==> src/rtl/seep_pkg.sv <==
package seep_pkg;

  typedef enum logic [2:0] {
    FE_IDLE,
    FE_HDR,
    FE_DATA,
    FE_READ,
    FE_ARMED,
    FE_HOLD
  } fe_state_e;

  typedef enum logic [2:0] {
    CMD_NONE,
    CMD_WRITE,
    CMD_ERASE,
    CMD_WRALL,
    CMD_ERALL,
    CMD_WEN,
    CMD_WDIS
  } cmd_e;

  localparam logic [1:0] OPC_EXT   = 2'b00;
  localparam logic [1:0] OPC_WRITE = 2'b01;
  localparam logic [1:0] OPC_READ  = 2'b10;
  localparam logic [1:0] OPC_ERASE = 2'b11;

  localparam logic [1:0] SUB_WDIS  = 2'b00;
  localparam logic [1:0] SUB_WRALL = 2'b01;
  localparam logic [1:0] SUB_ERALL = 2'b10;
  localparam logic [1:0] SUB_WEN   = 2'b11;

endpackage

==> src/rtl/seep_busy_timer.sv <==
module seep_busy_timer #(
  parameter int CYCLES = 40
) (
  input  logic clk,
  input  logic rst_n,
  input  logic start,
  output logic busy
);
  localparam int BW = $clog2(CYCLES + 1);

  logic [BW-1:0] left;

  always_ff @(posedge clk or negedge rst_n) begin
    if (!rst_n)              left <= '0;
    else if (start)          left <= BW'(CYCLES);
    else if (left != '0)     left <= left - 1'b1;
  end

  assign busy = (left != '0);
endmodule

==> src/rtl/seep_store.sv <==
module seep_store
  import seep_pkg::*;
#(
  parameter int DW    = 16,
  parameter int DEPTH = 64,
  parameter int AW    = 6
) (
  input  logic          clk,
  input  logic          rst_n,
  input  logic          go,
  input  cmd_e          kind,
  input  logic [AW-1:0] waddr,
  input  logic [DW-1:0] wdata,
  input  logic [AW-1:0] raddr,
  output logic [DW-1:0] rdata
);
  logic [DEPTH-1:0][DW-1:0] words;

  for (genvar w = 0; w < DEPTH; w++) begin : g_word
    logic [DW-1:0] q;
    logic          hit;
    assign hit = (waddr == AW'(w));
    always_ff @(posedge clk or negedge rst_n) begin
      if (!rst_n) q <= '1;
      else if (go) begin
        if (kind == CMD_WRALL)                   q <= wdata;
        else if (kind == CMD_ERALL)              q <= '1;
        else if (hit && kind == CMD_WRITE)       q <= wdata;
        else if (hit && kind == CMD_ERASE)       q <= '1;
      end
    end
    assign words[w] = q;
  end

  assign rdata = words[raddr];
endmodule

==> src/rtl/seep_frontend.sv <==
module seep_frontend
  import seep_pkg::*;
#(
  parameter int DW = 16,
  parameter int AW = 6
) (
  input  logic          clk,
  input  logic          rst_n,
  input  logic          cs,
  input  logic          sk,
  input  logic          di,
  input  logic          busy,
  input  logic [DW-1:0] rd_word,
  output logic [AW-1:0] look_addr,
  output logic [AW-1:0] prog_addr,
  output logic [DW-1:0] prog_data,
  output cmd_e          prog_kind,
  output logic          prog_go,
  output logic          rd_active,
  output logic          rd_bit,
  output logic          status_show,
  output logic          idle
);
  localparam int HW   = 2 + AW;
  localparam int CMAX = (HW > DW) ? HW : DW;
  localparam int CW   = $clog2(CMAX + 1);

  fe_state_e      st;
  cmd_e           pend;
  logic           cs_q, sk_q, wen, stat;
  logic [HW-1:0]  hdr, hdr_nx;
  logic [DW-1:0]  dat;
  logic [DW:0]    osr;
  logic [CW-1:0]  cnt;
  logic           sk_rise, cs_fall, is_prog;
  logic [1:0]     opc, sub;

  assign sk_rise   = cs & sk & ~sk_q;
  assign cs_fall   = cs_q & ~cs;
  assign hdr_nx    = {hdr[HW-2:0], di};
  assign look_addr = hdr_nx[AW-1:0];
  assign opc       = hdr_nx[HW-1:HW-2];
  assign sub       = hdr_nx[AW-1:AW-2];
  assign is_prog   = (pend == CMD_WRITE) || (pend == CMD_ERASE) ||
                     (pend == CMD_WRALL) || (pend == CMD_ERALL);

  always_ff @(posedge clk or negedge rst_n) begin
    if (!rst_n) begin
      st <= FE_IDLE;  pend <= CMD_NONE;
      cs_q <= 1'b0;   sk_q <= 1'b0;  wen <= 1'b0;  stat <= 1'b0;
      hdr <= '0;      dat <= '0;     osr <= '0;    cnt <= '0;
      prog_addr <= '0;
    end else begin
      cs_q <= cs;
      sk_q <= sk;
      if (!cs) begin
        st <= FE_IDLE;
        if (cs_fall && st == FE_ARMED) begin
          if (pend == CMD_WEN)       wen  <= 1'b1;
          else if (pend == CMD_WDIS) wen  <= 1'b0;
          else if (wen && is_prog)   stat <= 1'b1;
        end
      end else if (sk_rise) begin
        unique case (st)
          FE_IDLE: if (di && !busy) begin
            st   <= FE_HDR;
            cnt  <= '0;
            stat <= 1'b0;
          end
          FE_HDR: begin
            hdr <= hdr_nx;
            cnt <= cnt + 1'b1;
            if (cnt == CW'(HW - 1)) begin
              prog_addr <= hdr_nx[AW-1:0];
              cnt       <= '0;
              unique case (opc)
                OPC_READ:  begin st <= FE_READ;  osr  <= {1'b0, rd_word}; pend <= CMD_NONE; end
                OPC_WRITE: begin st <= FE_DATA;  pend <= CMD_WRITE; end
                OPC_ERASE: begin st <= FE_ARMED; pend <= CMD_ERASE; end
                default: begin
                  unique case (sub)
                    SUB_WEN:   begin st <= FE_ARMED; pend <= CMD_WEN;   end
                    SUB_WDIS:  begin st <= FE_ARMED; pend <= CMD_WDIS;  end
                    SUB_ERALL: begin st <= FE_ARMED; pend <= CMD_ERALL; end
                    default:   begin st <= FE_DATA;  pend <= CMD_WRALL; end
                  endcase
                end
              endcase
            end
          end
          FE_DATA: begin
            dat <= {dat[DW-2:0], di};
            cnt <= cnt + 1'b1;
            if (cnt == CW'(DW - 1)) st <= FE_ARMED;
          end
          FE_READ: begin
            if (cnt == CW'(DW)) st <= FE_HOLD;
            else begin
              osr <= {osr[DW-1:0], 1'b0};
              cnt <= cnt + 1'b1;
            end
          end
          default: ;
        endcase
      end
    end
  end

  assign prog_go     = cs_fall && (st == FE_ARMED) && wen && is_prog;
  assign prog_kind   = pend;
  assign prog_data   = dat;
  assign rd_active   = (st == FE_READ);
  assign rd_bit      = osr[DW];
  assign idle        = (st == FE_IDLE);
  assign status_show = cs_q && idle && stat;
endmodule

==> src/rtl/serial_eeprom_slave.sv <==
module serial_eeprom_slave
  import seep_pkg::*;
#(
  parameter bit WIDE_WORDS  = 1'b1,
  parameter int TOTAL_BITS  = 1024,
  parameter int BUSY_CYCLES = 40
) (
  input  logic clk,
  input  logic rst_n,
  input  logic cs,
  input  logic sk,
  input  logic di,
  output logic dout,
  output logic dout_en
);
  localparam int DW    = WIDE_WORDS ? 16 : 8;
  localparam int DEPTH = TOTAL_BITS / DW;
  localparam int AW    = $clog2(DEPTH);

  logic [AW-1:0] look_addr, prog_addr;
  logic [DW-1:0] rd_word, prog_data;
  cmd_e          prog_kind;
  logic          prog_go, rd_active, rd_bit, status_show, fe_idle, busy;

  seep_frontend #(.DW(DW), .AW(AW)) u_fe (
    .clk(clk), .rst_n(rst_n), .cs(cs), .sk(sk), .di(di), .busy(busy),
    .rd_word(rd_word), .look_addr(look_addr), .prog_addr(prog_addr),
    .prog_data(prog_data), .prog_kind(prog_kind), .prog_go(prog_go),
    .rd_active(rd_active), .rd_bit(rd_bit), .status_show(status_show),
    .idle(fe_idle)
  );

  seep_store #(.DW(DW), .DEPTH(DEPTH), .AW(AW)) u_store (
    .clk(clk), .rst_n(rst_n), .go(prog_go), .kind(prog_kind),
    .waddr(prog_addr), .wdata(prog_data), .raddr(look_addr), .rdata(rd_word)
  );

  seep_busy_timer #(.CYCLES(BUSY_CYCLES)) u_busy (
    .clk(clk), .rst_n(rst_n), .start(prog_go), .busy(busy)
  );

  assign dout_en = rd_active | status_show;
  assign dout    = rd_active ? rd_bit : (status_show & ~busy);
endmodule

==> config.mk <==
export PLATFORM = sky130hd
export DESIGN_NAME = serial_eeprom_slave
export DESIGN_NICKNAME = d
export VERILOG_FILES = /design/src/rtl/seep_pkg.sv /design/src/rtl/seep_busy_timer.sv /design/src/rtl/seep_store.sv /design/src/rtl/seep_frontend.sv /design/src/rtl/serial_eeprom_slave.sv
export SDC_FILE = /design/constraint.sdc
export NUM_CORES = 2
export LEC_CHECK = 0
export BUFFER_PORTS_ARGS = -buffer_cell sky130_fd_sc_hd__buf_2
export CAP_MARGIN = 20
export CELL_PAD_IN_SITES_DETAIL_PLACEMENT = 1
export CELL_PAD_IN_SITES_GLOBAL_PLACEMENT = 1
export CORE_ASPECT_RATIO = 0.5
export CORE_MARGIN = 3
export CORE_UTILIZATION = 35
export CTS_BUF_LIST = sky130_fd_sc_hd__clkbuf_16
export DETAILED_ROUTE_END_ITERATION = 7
export PLACE_DENSITY_LB_ADDON = 0.1
export SLEW_MARGIN = 20
export SYNTH_ARGS = -nofsm -noshare
export SYNTH_HDL_FRONTEND = slang
export SYNTH_SLANG_ARGS = --single-unit
==> constraint.sdc <==
create_clock -name clk -period 6.3 [get_ports clk]
set_clock_uncertainty 0.2 [all_clocks]
set_input_delay 0 -clock clk [delete_from_list [all_inputs] [get_ports clk]]
set_output_delay 0 -clock clk [all_outputs]
set_load 0.05 [all_outputs]
# Word level (Yosys, flattened, before mapping)
# Cells that the tools add are included.
[op_classes] n_addsub=2 multipliers=0 n_div=0 n_lt_le_gt_ge=1 n_eq_ne=95 n_shift=0 n_mux=290 bitwise=8 n_reduce_logical=286
[op_table] cell="$mux 16" count=257
[op_table] cell="$reduce_bool 4->1" count=65
[op_table] cell="$eq 6x6->1 const B" count=32
[op_table] cell="$logic_and 1x1->1" count=135
[op_table] cell="$reduce_and 2->1" count=64
[op_table] cell="$bmux 16 s6" count=1
[op_table] cell="$eq 6x5->1 const B" count=16
[op_table] cell="$mux 17" count=3
[op_table] cell="$eq 6x4->1 const B" count=8
[op_table] cell="$pmux 17 s2" count=1
[op_table] cell="$pmux 3 s3" count=3
[op_table] cell="$eq 6x3->1 const B" count=4
[op_table] cell="$mux 3" count=7
[op_table] cell="$pmux 5 s4" count=1
[op_table] cell="$mux 5" count=3
[op_table] cell="$eq 3x2->1 const B" count=4
[op_table] cell="$eq 3x3->1 const B" count=4
[op_table] cell="$eq 6x2->1 const B" count=2
[op_table] cell="$mux 6" count=2
[op_table] cell="$pmux 3 s4" count=1
[op_table] cell="$reduce_and 6->1" count=2
[op_table] cell="$mux 1" count=11
[op_table] cell="$ne 2x1->1 const B" count=5
[op_table] cell="$reduce_bool 2->1" count=5
[op_table] cell="28 further kinds" count=46
[word_totals] ff_bits=1091 latchBits=0 ramBits=0 romBits=0 input_bits=5 out_inout_bits=2 word_cells=758 memories=0

# Longest topological paths before layout
[logic_depth] word_depth=10 depth_mapped=10 mapped_depth_nobuf=7

# Modules after synthesis
# From an unflattened synthesis, not the netlist that was laid out.
[unflattened] cells_unflattened=4634 area_unflattened_um2=60392.9
[modules_own_cells] module="seep_store" instances=1 cells_per_inst=4361 area_per_inst_um2=57017.2 seq_area_each_um2=26905.8
[modules_own_cells] module="seep_frontend" instances=1 cells_per_inst=237 area_per_inst_um2=3017.9 seq_area_each_um2=1526.5
[modules_own_cells] module="seep_busy_timer" instances=1 cells_per_inst=32 area_per_inst_um2=332.8 seq_area_each_um2=150.1
[modules_own_cells] module="serial_eeprom_slave" instances=1 cells_per_inst=4 area_per_inst_um2=25.0 seq_area_each_um2=0.0

# Least setup slack after synthesis
# Ideal clock, no wire load.
[synth_path] kind="reg2reg" from="register u_fe.pend[1] (netlist: u_fe.prog_kind[1])" to="register u_store.g_word[12].q[1]" setup_ps=90 arrival_time_ps=2127 t_required_ps=6010 slack_ps=3883 path_stages_with_launch=9 n_path_buf=3 period_less_slack_ps=2417 cell_sequence="dfrtp_1 > clkbuf_1 > or3b_1 > a2111oi_4 > buf_2 > o21ai_2 > clkbuf_1 > nand2_1 > o21ai_0"
[synth_via] elab_chain_cells=6 word_cells_on_any_way=15 classes_between="4 x eq/ne; 3 x mux; 8 x reduce/logical"
[synth_rtl] element="start: declaration" line="seep_frontend.sv:29" text="cmd_e pend;"
[synth_rtl] element="start signal: assignment" line="seep_frontend.sv:49" text="st <= FE_IDLE; pend <= CMD_NONE;"
[synth_rtl] element="start signal: assignment" line="seep_frontend.sv:77" text="OPC_READ: begin st <= FE_READ; osr <= {1'b0, rd_word}; pend <= CMD_NONE; end"
[synth_rtl] element="start signal: assignment" line="seep_frontend.sv:78" text="OPC_WRITE: begin st <= FE_DATA; pend <= CMD_WRITE; end"
[synth_rtl] element="$eq 3x1->1 or $eq 3x2->1 (tied branches)" line="seep_store.sv:28, seep_frontend.sv:44, seep_store.sv:29"
[synth_rtl] element="$logic_or 1x1->1 (2 in a row)" line="seep_frontend.sv:44" text="assign is_prog = (pend == CMD_WRITE) || (pend == CMD_ERASE) ||"
[synth_rtl] element="$logic_or 1x1->1" line="seep_frontend.sv:45" text="(pend == CMD_WRALL) || (pend == CMD_ERALL);"
[synth_rtl] element="$logic_and 1x1->1" line="seep_frontend.sv:109" text="assign prog_go = cs_fall && (st == FE_ARMED) && wen && is_prog;"
[synth_rtl] element="$reduce_and 2->1 (no source line)"
[synth_rtl] element="end signal: assignment" line="seep_store.sv:26" text="if (kind == CMD_WRALL) q <= wdata;"
[synth_rtl] element="end signal: assignment" line="seep_store.sv:28" text="else if (hit && kind == CMD_WRITE) q <= wdata;"
[synth_rtl] element="end: declaration" line="seep_store.sv:20" text="logic [DW-1:0] q;"
# Several ways; a longest one is shown, not always the timed one.
# A chain may end at the register's enable or synchronous reset.

# Worst setup path in the final report
[layout_path] from="register u_fe.st[1]" to="register u_fe.osr[1]"
[layout_via] elab_chain_cells=3 word_cells_on_any_way=8 classes_between="5 x eq/ne; 1 x mux; 2 x reduce/logical"
[layout_rtl] element="start: declaration" line="seep_frontend.sv:28" text="fe_state_e st;"
[layout_rtl] element="start signal: assignment" line="seep_frontend.sv:49"
[layout_rtl] element="start signal: assignment" line="seep_frontend.sv:57" text="st <= FE_IDLE;"
[layout_rtl] element="start signal: assignment" line="seep_frontend.sv:66" text="st <= FE_HDR;"
[layout_rtl] element="$eq 3x1->1 or $eq 3x2->1 (tied branches)" line="seep_frontend.sv:64" text="unique case (st)"
[layout_rtl] element="$ne 2x1->1 (no source line) (tied with other cells)"
[layout_rtl] element="$reduce_and 6->1 (no source line)"
[layout_rtl] element="end signal: assignment" line="seep_frontend.sv:99" text="osr <= {osr[DW-1:0], 1'b0};"
[layout_rtl] element="end: declaration" line="seep_frontend.sv:33" text="logic [DW:0] osr;"
# Several ways; a longest one is shown, not always the timed one.

==> run_results.csv <==
group,metric,value,unit
setup_path,crit_required,6.68,ns
floorplanning,die_y,285,µm
clock_tree,ctsHtreeMaxLevel,3,
synth,syn_inst,5854,
power_and_ir_drop,p_per_area,236,mW/mm²
clock_tree,cts_tree,"yes",
sta,tns,0,ns
global_routing,grt_pass1_wl,307000,µm
synth,netlist_area,0.0546,mm²
setup_path,r2r_end,"u_fe.osr[1]",
global_routing,grt_max_degree,173,
setup_path,crit_path_start_kind,"register",
setup_path,crit_buf_inv,0,
setup_path,path_class,"register to register",
placed_design,placed_cell_area,0.0564,mm²
power_and_ir_drop,finalPower,14.1,mW
route,drc_errors,0,
floorplanning,die_area,0.161,mm²
synth,synth_area_leaders,"dfstp_2 49%, o21ai_0 8.1%, mux4_2 8.0%",
layout,final_area,0.0598,mm²
route,drt-total-wl,203000,µm
synth,ys_warn_count,0,
clock_tree,clk_path_buf_depth,3,
global_routing,antenna_found_initial,10,
min_path,min_to,"u_fe.st[2]",
sta,period_share,0.638,
setup_path,path_cells,"or3b_2 > nor2_1 > nand3_1 > a2111oi_1 > a21oi_1",
sta,rsz0062_at_grt,"false",
setup_path,cp.arrival,4.39,ns
layout,drive_gt1_frac,0.308,
route,postRouteAntennaNets,0,
clock_tree,cts_resized,0,
job,max_cap_viol_count,0,
route,first_pass_iters,5,
synth,avgSynthCellArea,9.32,µm²
power_and_ir_drop,leakagePower,24.3,nW
sta,hold_viol,0,
synth,synth_top_cell_area_share,0.493,
synth,async_reset_ff_frac,1.00,
clock_tree,clkTransAtPathRegs,0.07,ns
layout,syn_to_final_growth,9.64,%
clock_tree,clk_latency,0.73,ns
min_path,hold_class,"input port to register",
floorplanning,core,0.153,mm²
route,initialDrtViolationCount,3232,
synth,synth_top_area_cell,"dfstp_2",
synth,yosysSeqAreaShare,0.524,
clock_tree,root_buffer,"clkbuf_16",
floorplanning,ioPinCount,7,
floorplanning,rows,101,
global_routing,grt_use_total,0.253,
sta,worstMarginPinSlew,1.31,ns
placed_design,post-dp-hpwl,127000,µm
min_path,hold_start,"cs",
synth,synth_nets,5869,
power_and_ir_drop,peakVddDrop,221,µV
setup_path,r2r_cells,5,
clock_tree,clock-sinks,1091,
placed_design,place_congestion,0.846,
sta,period_minus_slack,4.02,ns
floorplanning,initial_utilization,0.356,
min_path,holdPathStages,3,
setup_path,r2r-start,"u_fe.st[1]",
setup_path,crit_slowest_cell,"a2111oi_1",
layout,fillers,17100,
layout,layout.nets,5579,
global_routing,grt_pass1_vias,45200,
clock_tree,post_cts_buffers,0,
sta,slew_violations,0,
synth,synth-edff-count,0,
setup_path,max_stage_delay,1.11,ns
setup_path,end_kind,"register",
setup_path,crit_fanout,16,
setup_path,r2r_setup_slack,2.28,ns
clock_tree,cts_buffers,110,
placed_design,port_buffers,6,
global_routing,grt_overflow,0,
route,vias,42800,
sta,finalSetupViolCount,0,
synth,ys_ff_latch,1091,
route,detail_route.wl_per_cell,26.4,µm
synth,synthFlopType,"dfstp_2",
clock_tree,cts_hold_buf,7,
floorplanning,die_w,564,µm
sta,fmax,249,MHz
synth,ys_types,55,
route,vias_per_cell,5.56,
setup_path,crit_family,"simple AND/OR/NAND/NOR gates",
outcome,status,"completed",
sta,slew_headroom,0.124,
==> per-stage QoR <==
step                      worst slack [ns]  utilization  std cells  hold WS (ns)
final                                 2.28        0.390       7712        0.0830
after global routing                  2.05        0.390       7710        0.0464
after global placement                1.23        0.367       7498        0.0169
after detailed placement              2.34        0.368       7504        0.0272
after floorplan                       3.88            -       5854        -0.496
after CTS                             2.32        0.390       7709       0.00760
==> routing by layer <==
layer	GRT usage	part of all wire
met4	0.0612	0.024
met2	0.391	0.45
met5	0	0
met1	0.371	0.48
met3	0.0379	0.046
==> cells by family after synthesis <==
family                   count (synthesis)  synth area share
AND/OR/NAND/NOR                       2413             0.176
buffers and inverters                  563            0.0404
flip-flops                            1091             0.524
XOR/XNOR                                 2          0.000321
adder cells (fa/ha/maj)                 10           0.00229
AO/OA/AOI/OAI                         1357             0.133
multiplexers                           418             0.124
==> sequential cells by signal, summed over array words and instances, names as in the netlist, 3 cells and up <==
| register | cells |
|---|---|
| u_fe.cnt | 5 |
| u_fe.osr | 17 |
| u_fe.prog_kind | 3 |
| u_store.g_word.q | 1024 |
| u_fe.hdr | 7 |
| u_fe.prog_data | 16 |
| u_fe.st | 3 |
| u_busy.left | 6 |
| u_fe.prog_addr | 6 |
==> how the worst max path moves through the flow <==
stage | start | to | slack, ns | depth (start not counted)
detailed placement | u_fe.hdr[0] | u_fe.osr[4] | 2.34 | 7
global route | u_fe.st[1] | u_fe.osr[1] | 2.05 | 5
finish | u_fe.st[1] | u_fe.osr[1] | 2.28 | 5
floorplan | u_fe.prog_kind[1] | u_store.g_word[12].q[1] | 3.88 | 8
CTS | u_fe.hdr[0] | u_fe.osr[4] | 2.32 | 7
global placement | di | u_fe.osr[11] | 1.23 | 7
==> layout by cell type (no fill, tap or decap), types with 7 or more instances in the layout <==
cell type	Yosys	routed
nand2_1	1160	1160
nor2_1	1049	1049
dfstp_2	1024	1024
o21ai_0	884	883
o21ai_1	244	220
mux4_2	194	194
buf_4	2	117
mux2_2	115	115
clkbuf_16	0	115
mux2i_1	109	109
nor4_1	74	72
o22ai_1	64	64
o21ai_2	40	62
inv_1	14	49
dfrtp_1	67	47
a21oi_1	43	43
nand3_1	26	26
clkinv_1	0	24
nor2b_1	22	20
or2_2	19	19
clkinv_2	0	19
nor3_1	17	17
dfrtp_4	0	17
a31oi_1	15	15
buf_12	0	13
a211oi_1	12	12
a22oi_1	10	10
ha_1	10	10
buf_2	66	9
nand2b_1	9	8
nand4bb_1	7	7
a2111oi_1	0	7
a2111oi_2	0	7
==> area by class of cell <==
type                    instances  area (µm²)  area share
diodes                          2        5.00   0.0000837
clock buffers                 115        2880      0.0481
clock inverters                83         394     0.00659
inverters                      14        52.6    0.000879
multi-input cells            4200       24000       0.401
flip-flops and latches       1091       28700       0.479
well taps                    2060        2580      0.0431
repair buffers                147        1270      0.0213
==> cells in the mapped netlist (3+ instances only) <==
| library cell | n |
|---|---|
| mux4_2 | 194 |
| a21oi_1 | 43 |
| buf_1 | 15 |
| ha_1 | 10 |
| or3_1 | 3 |
| a2111oi_0 | 16 |
| or4_1 | 3 |
| o22a_1 | 4 |
| dfrtp_1 | 67 |
| buf_2 | 66 |
| o31ai_1 | 4 |
| mux2_2 | 115 |
| o211ai_1 | 4 |
| dfstp_2 | 1024 |
| mux2i_1 | 109 |
| o21ai_2 | 40 |
| nor2b_1 | 22 |
| or3b_2 | 5 |
| o21ai_1 | 244 |
| or2_2 | 19 |
| clkbuf_1 | 466 |
| o22ai_1 | 64 |
| o21ai_0 | 884 |
| nand3_1 | 26 |
| a22oi_1 | 10 |
| nand4bb_1 | 7 |
| nor4_1 | 74 |
| inv_1 | 14 |
| a22o_1 | 3 |
| nor2_1 | 1049 |
| o2111ai_1 | 5 |
| a31oi_1 | 15 |
| a211oi_1 | 12 |
| nand2b_1 | 9 |
| or4b_2 | 4 |
| nand4b_1 | 6 |
| nand2_1 | 1160 |
| nor3_1 | 17 |
==> power breakdown <==
| part | leakage, nW | switching, mW | internal, mW | total (mW) |
|---|---|---|---|---|
| Clock | 1.75 | 2.99 | 3.31 | 6.30 |
| Sequential | 11.4 | 0.0352 | 7.05 | 7.08 |
| Combinational | 11.2 | 0.521 | 0.195 | 0.716 |
| Total | 24.3 | 3.55 | 10.6 | 14.1 |
==> tightest hold or removal path: cells and delay by family <==
family                 cells  cell delay, ns
AOI/OAI and AO/OA          1            0.18
buffers and inverters      2            0.80
(Power assumes the default switching activity.)
